--- src/rtl/tmr_pkg.sv ---
package tmr_pkg;

  localparam int DEF_CNT_W  = 8;
  localparam int DEF_ADDR_W = 1;

  // register map
  localparam int CMP_ADDR = 0;
  localparam int CTL_ADDR = 1;

  typedef enum logic [1:0] {
    MODE_TIMER = 2'b00,
    MODE_PWM   = 2'b01,
    MODE_PPG   = 2'b10,
    MODE_SPARE = 2'b11
  } mode_e;

endpackage

--- src/rtl/tmr_rst_sync.sv ---
module tmr_rst_sync #(
  parameter int STAGES = 2
) (
  input  logic clk,
  input  logic rst_n,
  output logic rst_ns
);

  logic [STAGES-1:0] sync_q;
  logic [STAGES-1:0] sync_d;

  always_comb begin
    sync_d = {sync_q[STAGES-2:0], 1'b1};
  end

  always_ff @(posedge clk or negedge rst_n) begin
    if (!rst_n) begin
      sync_q <= '0;
    end else begin
      sync_q <= sync_d;
    end
  end

  assign rst_ns = sync_q[STAGES-1];

endmodule

--- src/rtl/tmr_cmp_regs.sv ---
module tmr_cmp_regs
  import tmr_pkg::*;
#(
  parameter int CNT_W  = DEF_CNT_W,
  parameter int ADDR_W = DEF_ADDR_W
) (
  input  logic              clk,
  input  logic              rst_ns,
  input  logic              wr_en,
  input  logic [ADDR_W-1:0] wr_addr,
  input  logic [CNT_W-1:0]  wr_data,
  input  logic              cyc_bnd,
  output logic              buf_en,
  output logic [CNT_W-1:0]  cmp_val,
  output logic [CNT_W-1:0]  shadow_val
);

  localparam logic [ADDR_W-1:0] A_CMP = ADDR_W'(CMP_ADDR);
  localparam logic [ADDR_W-1:0] A_CTL = ADDR_W'(CTL_ADDR);

  logic             buf_q;
  logic [CNT_W-1:0] cmp_q;
  logic [CNT_W-1:0] shd_q;

  logic             wr_cmp;
  logic             wr_ctl;
  logic             ld_shd;
  logic             ld_cmp;
  logic             ld_buf;
  logic [CNT_W-1:0] cmp_d;

  // next-state
  always_comb begin
    wr_cmp = wr_en && (wr_addr == A_CMP);
    wr_ctl = wr_en && (wr_addr == A_CTL);
    ld_shd = wr_cmp;
    ld_buf = wr_ctl;
    ld_cmp = 1'b0;
    cmp_d  = cmp_q;
    if (cyc_bnd && buf_q) begin
      // boundary copy takes the shadow as it stood before this clock
      ld_cmp = 1'b1;
      cmp_d  = shd_q;
    end else if (wr_cmp && !buf_q) begin
      ld_cmp = 1'b1;
      cmp_d  = wr_data;
    end
  end

  // registers
  always_ff @(posedge clk or negedge rst_ns) begin
    if (!rst_ns) begin
      buf_q <= 1'b0;
      cmp_q <= '0;
      shd_q <= '0;
    end else begin
      if (ld_buf) begin
        buf_q <= wr_data[0];
      end
      if (ld_cmp) begin
        cmp_q <= cmp_d;
      end
      if (ld_shd) begin
        shd_q <= wr_data;
      end
    end
  end

  assign buf_en     = buf_q;
  assign cmp_val    = cmp_q;
  assign shadow_val = shd_q;

endmodule

--- src/rtl/tmr_count_core.sv ---
module tmr_count_core
  import tmr_pkg::*;
#(
  parameter int CNT_W = DEF_CNT_W
) (
  input  logic             clk,
  input  logic             rst_ns,
  input  logic             tick,
  input  logic [1:0]       mode,
  input  logic [1:0]       pwm_len,
  input  logic [CNT_W-1:0] cmp_val,
  output logic [CNT_W-1:0] cnt_val,
  output logic             cyc_bnd,
  output logic             match,
  output logic             wave_out
);

  localparam int LEN_CODES = 4;

  logic [CNT_W-1:0] top_tbl [LEN_CODES];

  // PWM wrap points 2^n-1, n = CNT_W-2, CNT_W-1, CNT_W, CNT_W
  for (genvar i = 0; i < LEN_CODES; i++) begin : g_top
    localparam int NBITS = (i == 0) ? CNT_W - 2 : (i == 1) ? CNT_W - 1 : CNT_W;
    assign top_tbl[i] = CNT_W'((64'd1 << NBITS) - 64'd1);
  end

  mode_e            md;
  logic             is_pwm;
  logic             is_ppg;
  logic             is_tmr;
  logic [CNT_W-1:0] top_sel;
  logic             at_top;
  logic             hit;

  logic [CNT_W-1:0] cnt_q;
  logic [CNT_W-1:0] cnt_d;
  logic             match_q;
  logic             match_d;
  logic             wave_q;
  logic             wave_d;
  logic             ld_wave;

  // next-state
  always_comb begin
    md      = mode_e'(mode);
    is_pwm  = (md == MODE_PWM);
    is_ppg  = (md == MODE_PPG);
    is_tmr  = !is_pwm && !is_ppg;
    top_sel = top_tbl[pwm_len];
    at_top  = is_pwm ? (cnt_q == top_sel) : (cnt_q == {CNT_W{1'b1}});
    hit     = (cmp_val == '0) ? at_top : (cnt_q == cmp_val);

    cnt_d = cnt_q + CNT_W'(1);
    if (is_tmr && hit) begin
      cnt_d = '0;
    end else if (is_pwm && at_top) begin
      cnt_d = '0;
    end

    match_d = tick && hit;
    cyc_bnd = tick && at_top && !is_tmr;

    ld_wave = 1'b0;
    wave_d  = wave_q;
    if (is_tmr) begin
      ld_wave = 1'b1;
      wave_d  = 1'b0;
    end else if (tick && hit) begin
      ld_wave = 1'b1;
      wave_d  = 1'b0;
    end else if (tick && at_top) begin
      ld_wave = 1'b1;
      wave_d  = 1'b1;
    end
  end

  // registers
  always_ff @(posedge clk or negedge rst_ns) begin
    if (!rst_ns) begin
      cnt_q   <= '0;
      match_q <= 1'b0;
      wave_q  <= 1'b0;
    end else begin
      if (tick) begin
        cnt_q <= cnt_d;
      end
      match_q <= match_d;
      if (ld_wave) begin
        wave_q <= wave_d;
      end
    end
  end

  assign cnt_val  = cnt_q;
  assign match    = match_q;
  assign wave_out = wave_q;

endmodule

--- src/rtl/dbuf_cmp_timer.sv ---
module dbuf_cmp_timer
  import tmr_pkg::*;
#(
  parameter int CNT_W       = DEF_CNT_W,
  parameter int ADDR_W      = DEF_ADDR_W,
  parameter int SYNC_STAGES = 2
) (
  input  logic              clk,
  input  logic              rst_n,
  input  logic              wr_en,
  input  logic [ADDR_W-1:0] wr_addr,
  input  logic [CNT_W-1:0]  wr_data,
  input  logic              tick,
  input  logic [1:0]        mode,
  input  logic [1:0]        pwm_len,
  output logic              match,
  output logic              wave_out
);

  logic             rst_ns;
  logic             buf_en;
  logic             cyc_bnd;
  logic [CNT_W-1:0] cmp_val;
  logic [CNT_W-1:0] shadow_val;
  logic [CNT_W-1:0] cnt_val;

  tmr_rst_sync #(
    .STAGES (SYNC_STAGES)
  ) u_rst (
    .clk    (clk),
    .rst_n  (rst_n),
    .rst_ns (rst_ns)
  );

  tmr_cmp_regs #(
    .CNT_W  (CNT_W),
    .ADDR_W (ADDR_W)
  ) u_regs (
    .clk        (clk),
    .rst_ns     (rst_ns),
    .wr_en      (wr_en),
    .wr_addr    (wr_addr),
    .wr_data    (wr_data),
    .cyc_bnd    (cyc_bnd),
    .buf_en     (buf_en),
    .cmp_val    (cmp_val),
    .shadow_val (shadow_val)
  );

  tmr_count_core #(
    .CNT_W (CNT_W)
  ) u_core (
    .clk      (clk),
    .rst_ns   (rst_ns),
    .tick     (tick),
    .mode     (mode),
    .pwm_len  (pwm_len),
    .cmp_val  (cmp_val),
    .cnt_val  (cnt_val),
    .cyc_bnd  (cyc_bnd),
    .match    (match),
    .wave_out (wave_out)
  );

endmodule

--- config.mk ---
export PLATFORM = sky130hd
export DESIGN_NAME = dbuf_cmp_timer
export DESIGN_NICKNAME = d
export VERILOG_FILES = /design/src/rtl/tmr_pkg.sv /design/src/rtl/tmr_rst_sync.sv /design/src/rtl/tmr_cmp_regs.sv /design/src/rtl/tmr_count_core.sv /design/src/rtl/dbuf_cmp_timer.sv
export SDC_FILE = /design/constraint.sdc
export NUM_CORES = 1
export LEC_CHECK = 0
export BUFFER_PORTS_ARGS = -buffer_cell sky130_fd_sc_hd__buf_2
export CAP_MARGIN = 20
export CORE_ASPECT_RATIO = 1.75
export CORE_MARGIN = 2
export CORE_UTILIZATION = 45
export DETAILED_ROUTE_END_ITERATION = 7
export PLACE_DENSITY = 0.66
export REMOVE_ABC_BUFFERS = 1
export SKIP_CTS_REPAIR_TIMING = 1
export SLEW_MARGIN = 0
export SYNTH_ARGS = -nofsm -noshare
export SYNTH_HDL_FRONTEND = slang
export SYNTH_SLANG_ARGS = --single-unit
--- constraint.sdc ---
create_clock -name clk -period 2.1 [get_ports clk]
set_clock_uncertainty 0.05 [all_clocks]
set_input_delay 0.105 -clock clk [delete_from_list [all_inputs] [get_ports clk]]
set_output_delay 0.105 -clock clk [all_outputs]
set_load 0.02 [all_outputs]
==> flow_summary_export.csv, run 1 <==
group,metric,value,unit
run_status,status,"completed",
route,drc,0,
flow_run,cap_violations,0,
setup_path,critical-path-max-stage-delay,0.56,ns
sta,drv_slew,0,
global_route,gr-usage-all-layers,0.191,
finish,nFillCells,295,
setup_path,critPathBufInv,0,
global_route,first_global_vias,1221,
cts,worstSkewPairLatency,0.28,ns
sta,finalWorstSetupSlack,0.121,ns
route,dr.first_iter.drc_count,15,
finish,layout_commonest_cell,"dfrtp_1",
route,drt_wl_total,3140,µm
sta,finalSetupViolCount,0,
cts,cts.clk_slew.worst_paths,0.06,ns
setup_path,worstPathRequired,2.25,ns
finish,ff_latch_area,726,µm²
global_route,grt_pass1_wl,5190,µm
logic_synthesis,synth_cell_types,39,
pwr,ir_drop,0.654,mV
hold_path,min-delay-start,"wr_data[2]",
global_route,globalRouteOverflowTotal,0,
cts,cts_tree,"built",
finish,multi_input_area,766,µm²
sta,fin_setup_tns,0,ns
setup_path,r2r-start,"u_regs.cmp_val[5]$_DFFE_PN0P_",
route,first_pass_iters,3,
floorplanning,rows,27,
sta,period_share,0.942,
setup_path,reg2reg_depth,5,
finish,fin_nets,195,
global_route,top_usage_layer,"met2",
hold_path,min_path_cells,2,
logic_synthesis,syn-cell-area,0.00152,mm²
sta,hold_viol,0,
floorplanning,coreArea,0.00318,mm²
global_route,use_met1,0.198,
setup_path,path_cells,"or4_4 -> nor2_4 -> and3b_1 -> or3b_1 -> a31oi_1",
cts,cts_inserted_buffers,5,
logic_synthesis,ys_ff_latch,29,
hold_path,whs_endpoint,"u_regs.shadow_val[2]$_DFFE_PN0P_",
setup_path,worstSetupPathType,"reg -> reg",
floorplanning,ioPinCount,19,
setup_path,worstReg2RegEnd,"u_core.wave_out$_DFFE_PN0P_",
cts,cts-root-buf,"clkbuf_8",
setup_path,cpMaxStageDelayCell,"or4_4",
floorplanning,initial_utilization,0.478,
setup_path,r2r_setup_slack,0.12,ns
global_route,met2_usage,0.319,
floorplanning,die-height,80.9,µm
logic_synthesis,synthArstFlopShare,1.00,
logic_synthesis,synth_edf_count,0,
finish,drive_gt1_frac,0.266,
logic_synthesis,syn_area_per_cell,10.5,µm²
pwr,power.density,1030,mW/mm²
logic_synthesis,syn_inst,145,
placement,dpl_worst_slack,0.116,ns
placement,io_buffers,18,
route,ant_nets,0,
placement,dp_hpwl,2410,µm
global_route,grt_antenna_before_repair,0,
placement,place_congestion,0.856,
setup_path,cp-start-kind,"register",
floorplanning,fp.dieW,47.9,µm
finish,diodes,0,
setup_path,end_kind,"register",
route,dr_total_vias,1188,
cts,cts-htree-levels,2,
finish,final_cell_mix,"dfrtp_1, buf_2, nand2_1, a21oi_1, nor2_1",
route,viasPerCell,5.40,
sta,period_needed,1.98,ns
hold_path,hp-class,"in -> reg",
finish,area_growth,21.2,%
floorplanning,dieArea,0.00387,mm²
pwr,static-leakage-power,0.806,nW
sta,max_clock_freq,0.505,GHz
logic_synthesis,yosysWarnings,0,
global_route,grtUsageMet3,0.0622,
setup_path,crit_arrival,2.13,ns
logic_synthesis,synth_ff_type,"dfrtp_1",
sta,rsz0062_at_grt,"false",
global_route,grt_max_degree,28,
route,post_drt_wl_per_cell,14.3,µm
cts,cts.sinks,29,
logic_synthesis,seq_area_frac_synth,0.478,
cts,cts_buffer_depth,2,
setup_path,cpLargestDelayFamily,"simple AND/OR/NAND/NOR gates",
setup_path,crit_fanout,4,
-- worst max-delay path by stage --
stage / cells after the start / slack [ns] / endpoint / from
2_1_floorplan: 5 / 0.22 / u_core.wave_out$_DFFE_PN0P_ / u_regs.cmp_val[5]$_DFFE_PN0P_
3_3_place_gp: 5 / 0.18 / u_core.wave_out$_DFFE_PN0P_ / u_regs.cmp_val[5]$_DFFE_PN0P_
3_5_place_dp: 5 / 0.12 / u_core.wave_out$_DFFE_PN0P_ / u_regs.cmp_val[5]$_DFFE_PN0P_
4_1_cts: 5 / 0.11 / u_core.wave_out$_DFFE_PN0P_ / u_regs.cmp_val[5]$_DFFE_PN0P_
5_1_grt: 5 / 0.07 / u_core.wave_out$_DFFE_PN0P_ / u_regs.cmp_val[5]$_DFFE_PN0P_
6_report: 5 / 0.12 / u_core.wave_out$_DFFE_PN0P_ / u_regs.cmp_val[5]$_DFFE_PN0P_
-- logic make-up (layout without fill, tap and decap cells) --
family / after synthesis / in the layout / synth area share
AND/OR/NAND/NOR: 52 / 52 / 0.192
flip-flops: 29 / 29 / 0.478
AO/OA/AOI/OAI: 28 / 28 / 0.121
multiplexers: 18 / 18 / 0.126
XOR/XNOR: 8 / 8 / 0.0461
buffers and inverters: 7 / 39 / 0.0181
adder cells (fa/ha/maj): 2 / 2 / 0.0165
other: 1 / 1 / 0.00247
-- registers in the layout, indices dropped and copies added (netlist names) --
register and count:
u_rst.sync_q 2, u_regs.cmp_val 8, u_core.match 1, u_core.wave_out 1
u_core.cnt_val 8, u_regs.buf_en 1, u_regs.shadow_val 8
-- per-layer routing --
metal / vias up / wire [µm] / part of all wire
met5: - / 0 / 0
met4: 0 / 96 / 0.031
li1: 583 / - / -
met3: 10 / 94 / 0.030
met2: 19 / 1770 / 0.56
met1: 576 / 1180 / 0.38
-- power by group --
| part | internal, mW | switching (mW) | total, mW |
|---|---|---|---|
| Sequential | 0.691 | 0.137 | 0.827 |
| Clock | 0.386 | 0.211 | 0.597 |
| Combinational | 0.243 | 0.233 | 0.475 |
| Total | 1.32 | 0.580 | 1.90 |
-- cell type report --
cell class | count | area share
Sequential cell | 29 | 0.394
Clock buffer | 7 | 0.0469
Clock inverter | 1 | 0.0163
Multi-Input combinational cell | 109 | 0.416
Timing Repair Buffer | 28 | 0.0911
Tap cell | 43 | 0.0292
Inverter | 3 | 0.00612
-- Yosys cell counts (2+ instances only) --
master	number	share of area
nand3_1	5	0.016
a22o_1	2	0.012
nand2_1	11	0.027
nor3_1	3	0.0099
mux2i_1	9	0.059
dfrtp_1	29	0.48
nand2b_1	3	0.012
o21a_1	2	0.0099
a21oi_1	11	0.036
or4_4	2	0.015
nand4_1	3	0.012
nor2b_1	3	0.012
xor2_1	8	0.046
o211ai_1	2	0.0099
o21ai_0	2	0.0066
and3_1	4	0.016
o2111ai_1	2	0.012
mux2_2	9	0.067
clkbuf_1	2	0.0049
nor2_1	10	0.025
inv_1	2	0.0049
o2bb2ai_1	3	0.017
ha_1	2	0.016
-- metrics by stage --
| step | util | hold slack (ns) | instances | total power [mW] | instance area (µm²) |
|---|---|---|---|---|---|
| 2_1_floorplan | - | -0.241 | 141 | 1.16 | 1500 |
| 3_3_place_gp | 0.540 | -0.160 | 211 | 1.29 | 1710 |
| 3_5_place_dp | 0.540 | -0.158 | 211 | 1.32 | 1710 |
| 4_1_cts | 0.576 | -0.458 | 219 | 1.91 | 1830 |
| 5_1_grt | 0.580 | 0.0221 | 220 | 2.01 | 1840 |
| 6_report | 0.580 | 0.0268 | 220 | 1.90 | 1840 |
Power figures use the tool's default switching activity.
==> run 2: changes to the inputs <==
--- a/config.mk
+++ b/config.mk
@@ -10,6 +10,7 @@
 export CORE_ASPECT_RATIO = 1.75
 export CORE_MARGIN = 2
 export CORE_UTILIZATION = 45
+export CTS_BUF_LIST = sky130_fd_sc_hd__clkbuf_2 sky130_fd_sc_hd__clkbuf_4 sky130_fd_sc_hd__clkbuf_8
 export DETAILED_ROUTE_END_ITERATION = 7
 export PLACE_DENSITY = 0.66
 export REMOVE_ABC_BUFFERS = 1
==> run 2 against run 1 <==
Flip-flop and latch count is the same. Worst setup slack is essentially flat. Critical path depth stayed put. Combinational power about the same. Largest cell class unchanged. Largest power group unchanged.
==> flow_summary_export.csv, run 2 (same netlist as run 1, synthesis figures left out) <==
group,metric,value,unit
route,viasPerCell,5.40,
placement,io_buffers,18,
sta,rsz0062_at_grt,"false",
pwr,static-leakage-power,0.809,nW
setup_path,path_cells,"or4_4 -> nor2_4 -> and3b_1 -> or3b_1 -> a31oi_1",
route,drc,0,
global_route,gr-usage-all-layers,0.191,
finish,fin_nets,195,
setup_path,crit_arrival,2.13,ns
floorplanning,coreArea,0.00318,mm²
sta,fin_setup_tns,0,ns
cts,cts_tree,"built",
hold_path,min-delay-start,"wr_data[2]",
sta,drv_slew,0,
placement,dpl_worst_slack,0.116,ns
global_route,globalRouteOverflowTotal,0,
setup_path,worstPathRequired,2.25,ns
flow_run,cap_violations,0,
route,dr_total_vias,1188,
global_route,grt_max_degree,28,
placement,place_congestion,0.856,
sta,hold_viol,0,
sta,max_clock_freq,0.505,GHz
finish,fin_area,0.00184,mm²
finish,drive_gt1_frac,0.271,
placement,dp_hpwl,2410,µm
setup_path,crit_fanout,4,
cts,cts-htree-levels,2,
cts,cts-root-buf,"clkbuf_8",
setup_path,startpoint,"u_regs.cmp_val[5]$_DFFE_PN0P_",
finish,ff_latch_area,726,µm²
finish,area_growth,21.4,%
finish,layout_commonest_cell,"dfrtp_1",
finish,nFillCells,295,
sta,finalWorstSetupSlack,0.121,ns
floorplanning,initial_utilization,0.478,
route,dr.first_iter.drc_count,15,
pwr,seqPwrFrac,0.432,
cts,cts.sinks,29,
cts,cts_inserted_buffers,5,
pwr,ir_drop,0.704,mV
setup_path,r2r-start,"u_regs.cmp_val[5]$_DFFE_PN0P_",
cts,worstSkewPairLatency,0.28,ns
cts,cts_buffer_depth,2,
setup_path,critical-path-max-stage-delay,0.56,ns
floorplanning,ioPinCount,19,
setup_path,cpMaxStageDelayCell,"or4_4",
pwr,p_int,1.33,mW
run_status,status,"completed",
pwr,p_comb_frac,0.248,
finish,final_cell_mix,"dfrtp_1, buf_2, nand2_1, a21oi_1, nor2_1",
route,drt_wl_total,3140,µm
floorplanning,dieArea,0.00387,mm²
sta,finalSetupViolCount,0,
route,post_drt_wl_per_cell,14.3,µm
pwr,p_sw,0.581,mW
finish,multi_input_area,766,µm²
global_route,grt_pass1_wl,5190,µm
floorplanning,fp.dieW,47.9,µm
placement,postPlaceCellArea,0.00171,mm²
sta,period_share,0.942,
global_route,first_global_vias,1221,
hold_path,hp-class,"in -> reg",
route,ant_nets,0,
sta,period_needed,1.98,ns
setup_path,end_kind,"register",
floorplanning,rows,27,
pwr,p_clk_frac,0.319,
finish,diodes,0,
global_route,grt_antenna_before_repair,0,
setup_path,cp-start-kind,"register",
route,first_pass_iters,3,
floorplanning,die-height,80.9,µm
pwr,p_sw_frac,0.304,
setup_path,worstSetupPathType,"reg -> reg",
cts,cts.clk_slew.worst_paths,0.06,ns
pwr,power.density,1040,mW/mm²
-- run 2: cell counts in the layout (fill, tap and decap cells not counted) --
Identical to the previous run, type by type.
-- run 2: metal layers --
| metal | GRT usage | wire length [µm] | vias to the layer above |
|---|---|---|---|
| li1 | - | - | 582 |
| met1 | 0.198 | 1180 | 577 |
| met2 | 0.319 | 1770 | 19 |
| met3 | 0.0622 | 94 | 10 |
| met4 | 0.105 | 96 | 0 |
| met5 | 0 | 0 | - |
-- run 2: cell type report --
cell class | count | area share
tap | 43 | 0.0292
multi-input combinational | 109 | 0.415
timing repair buffer | 28 | 0.0909
clock buffer | 7 | 0.0488
sequential | 29 | 0.393
inverter | 3 | 0.00611
clock inverter | 1 | 0.0163
-- run 2: power groups by stage --
| stage | sequential, mW | clock [mW] | combinational [mW] |
|---|---|---|---|
| 6_report | 0.827 | 0.611 | 0.475 |
| 5_1_grt | 0.849 | 0.645 | 0.529 |
| 4_1_cts | 0.829 | 0.617 | 0.481 |
| 3_5_place_dp | 0.839 | 0 | 0.477 |
| 3_3_place_gp | 0.831 | 0 | 0.462 |
| 2_1_floorplan | 0.818 | 0 | 0.340 |
-- run 2: metrics by stage --
| stage | total power [mW] | hold WS (ns) | instances | util |
|---|---|---|---|---|
| global route | 2.02 | 0.0221 | 220 | 0.581 |
| finish | 1.91 | 0.0268 | 220 | 0.581 |
| global placement | 1.29 | -0.160 | 211 | 0.540 |
| floorplan | 1.16 | -0.241 | 141 | - |
| detailed placement | 1.32 | -0.158 | 211 | 0.540 |
| CTS | 1.93 | -0.458 | 219 | 0.578 |
-- run 2: worst paths after layout --
check | to | slack [ns] | cells after the start
max in group asynchronous | u_regs.cmp_val[4]$_DFFE_PN0P_ | 1.55 | 1
setup / recovery | u_core.wave_out$_DFFE_PN0P_ | 0.12 | 5
setup reg to reg | u_core.wave_out$_DFFE_PN0P_ | 0.12 | 5
hold reg to reg | u_core.match$_DFF_PN0_ | 0.18 | 1
min in group asynchronous | u_rst.sync_q[1]$_DFF_PN0_ | 0.09 | 2
hold / removal | u_regs.shadow_val[2]$_DFFE_PN0P_ | 0.03 | 2
-- run 2: worst max-delay path: cells and delay by family (launching register included) --
kind	cells	cell delay, ns
simple gates	4	1.28
flops	1	0.41
compound gates	1	0.16
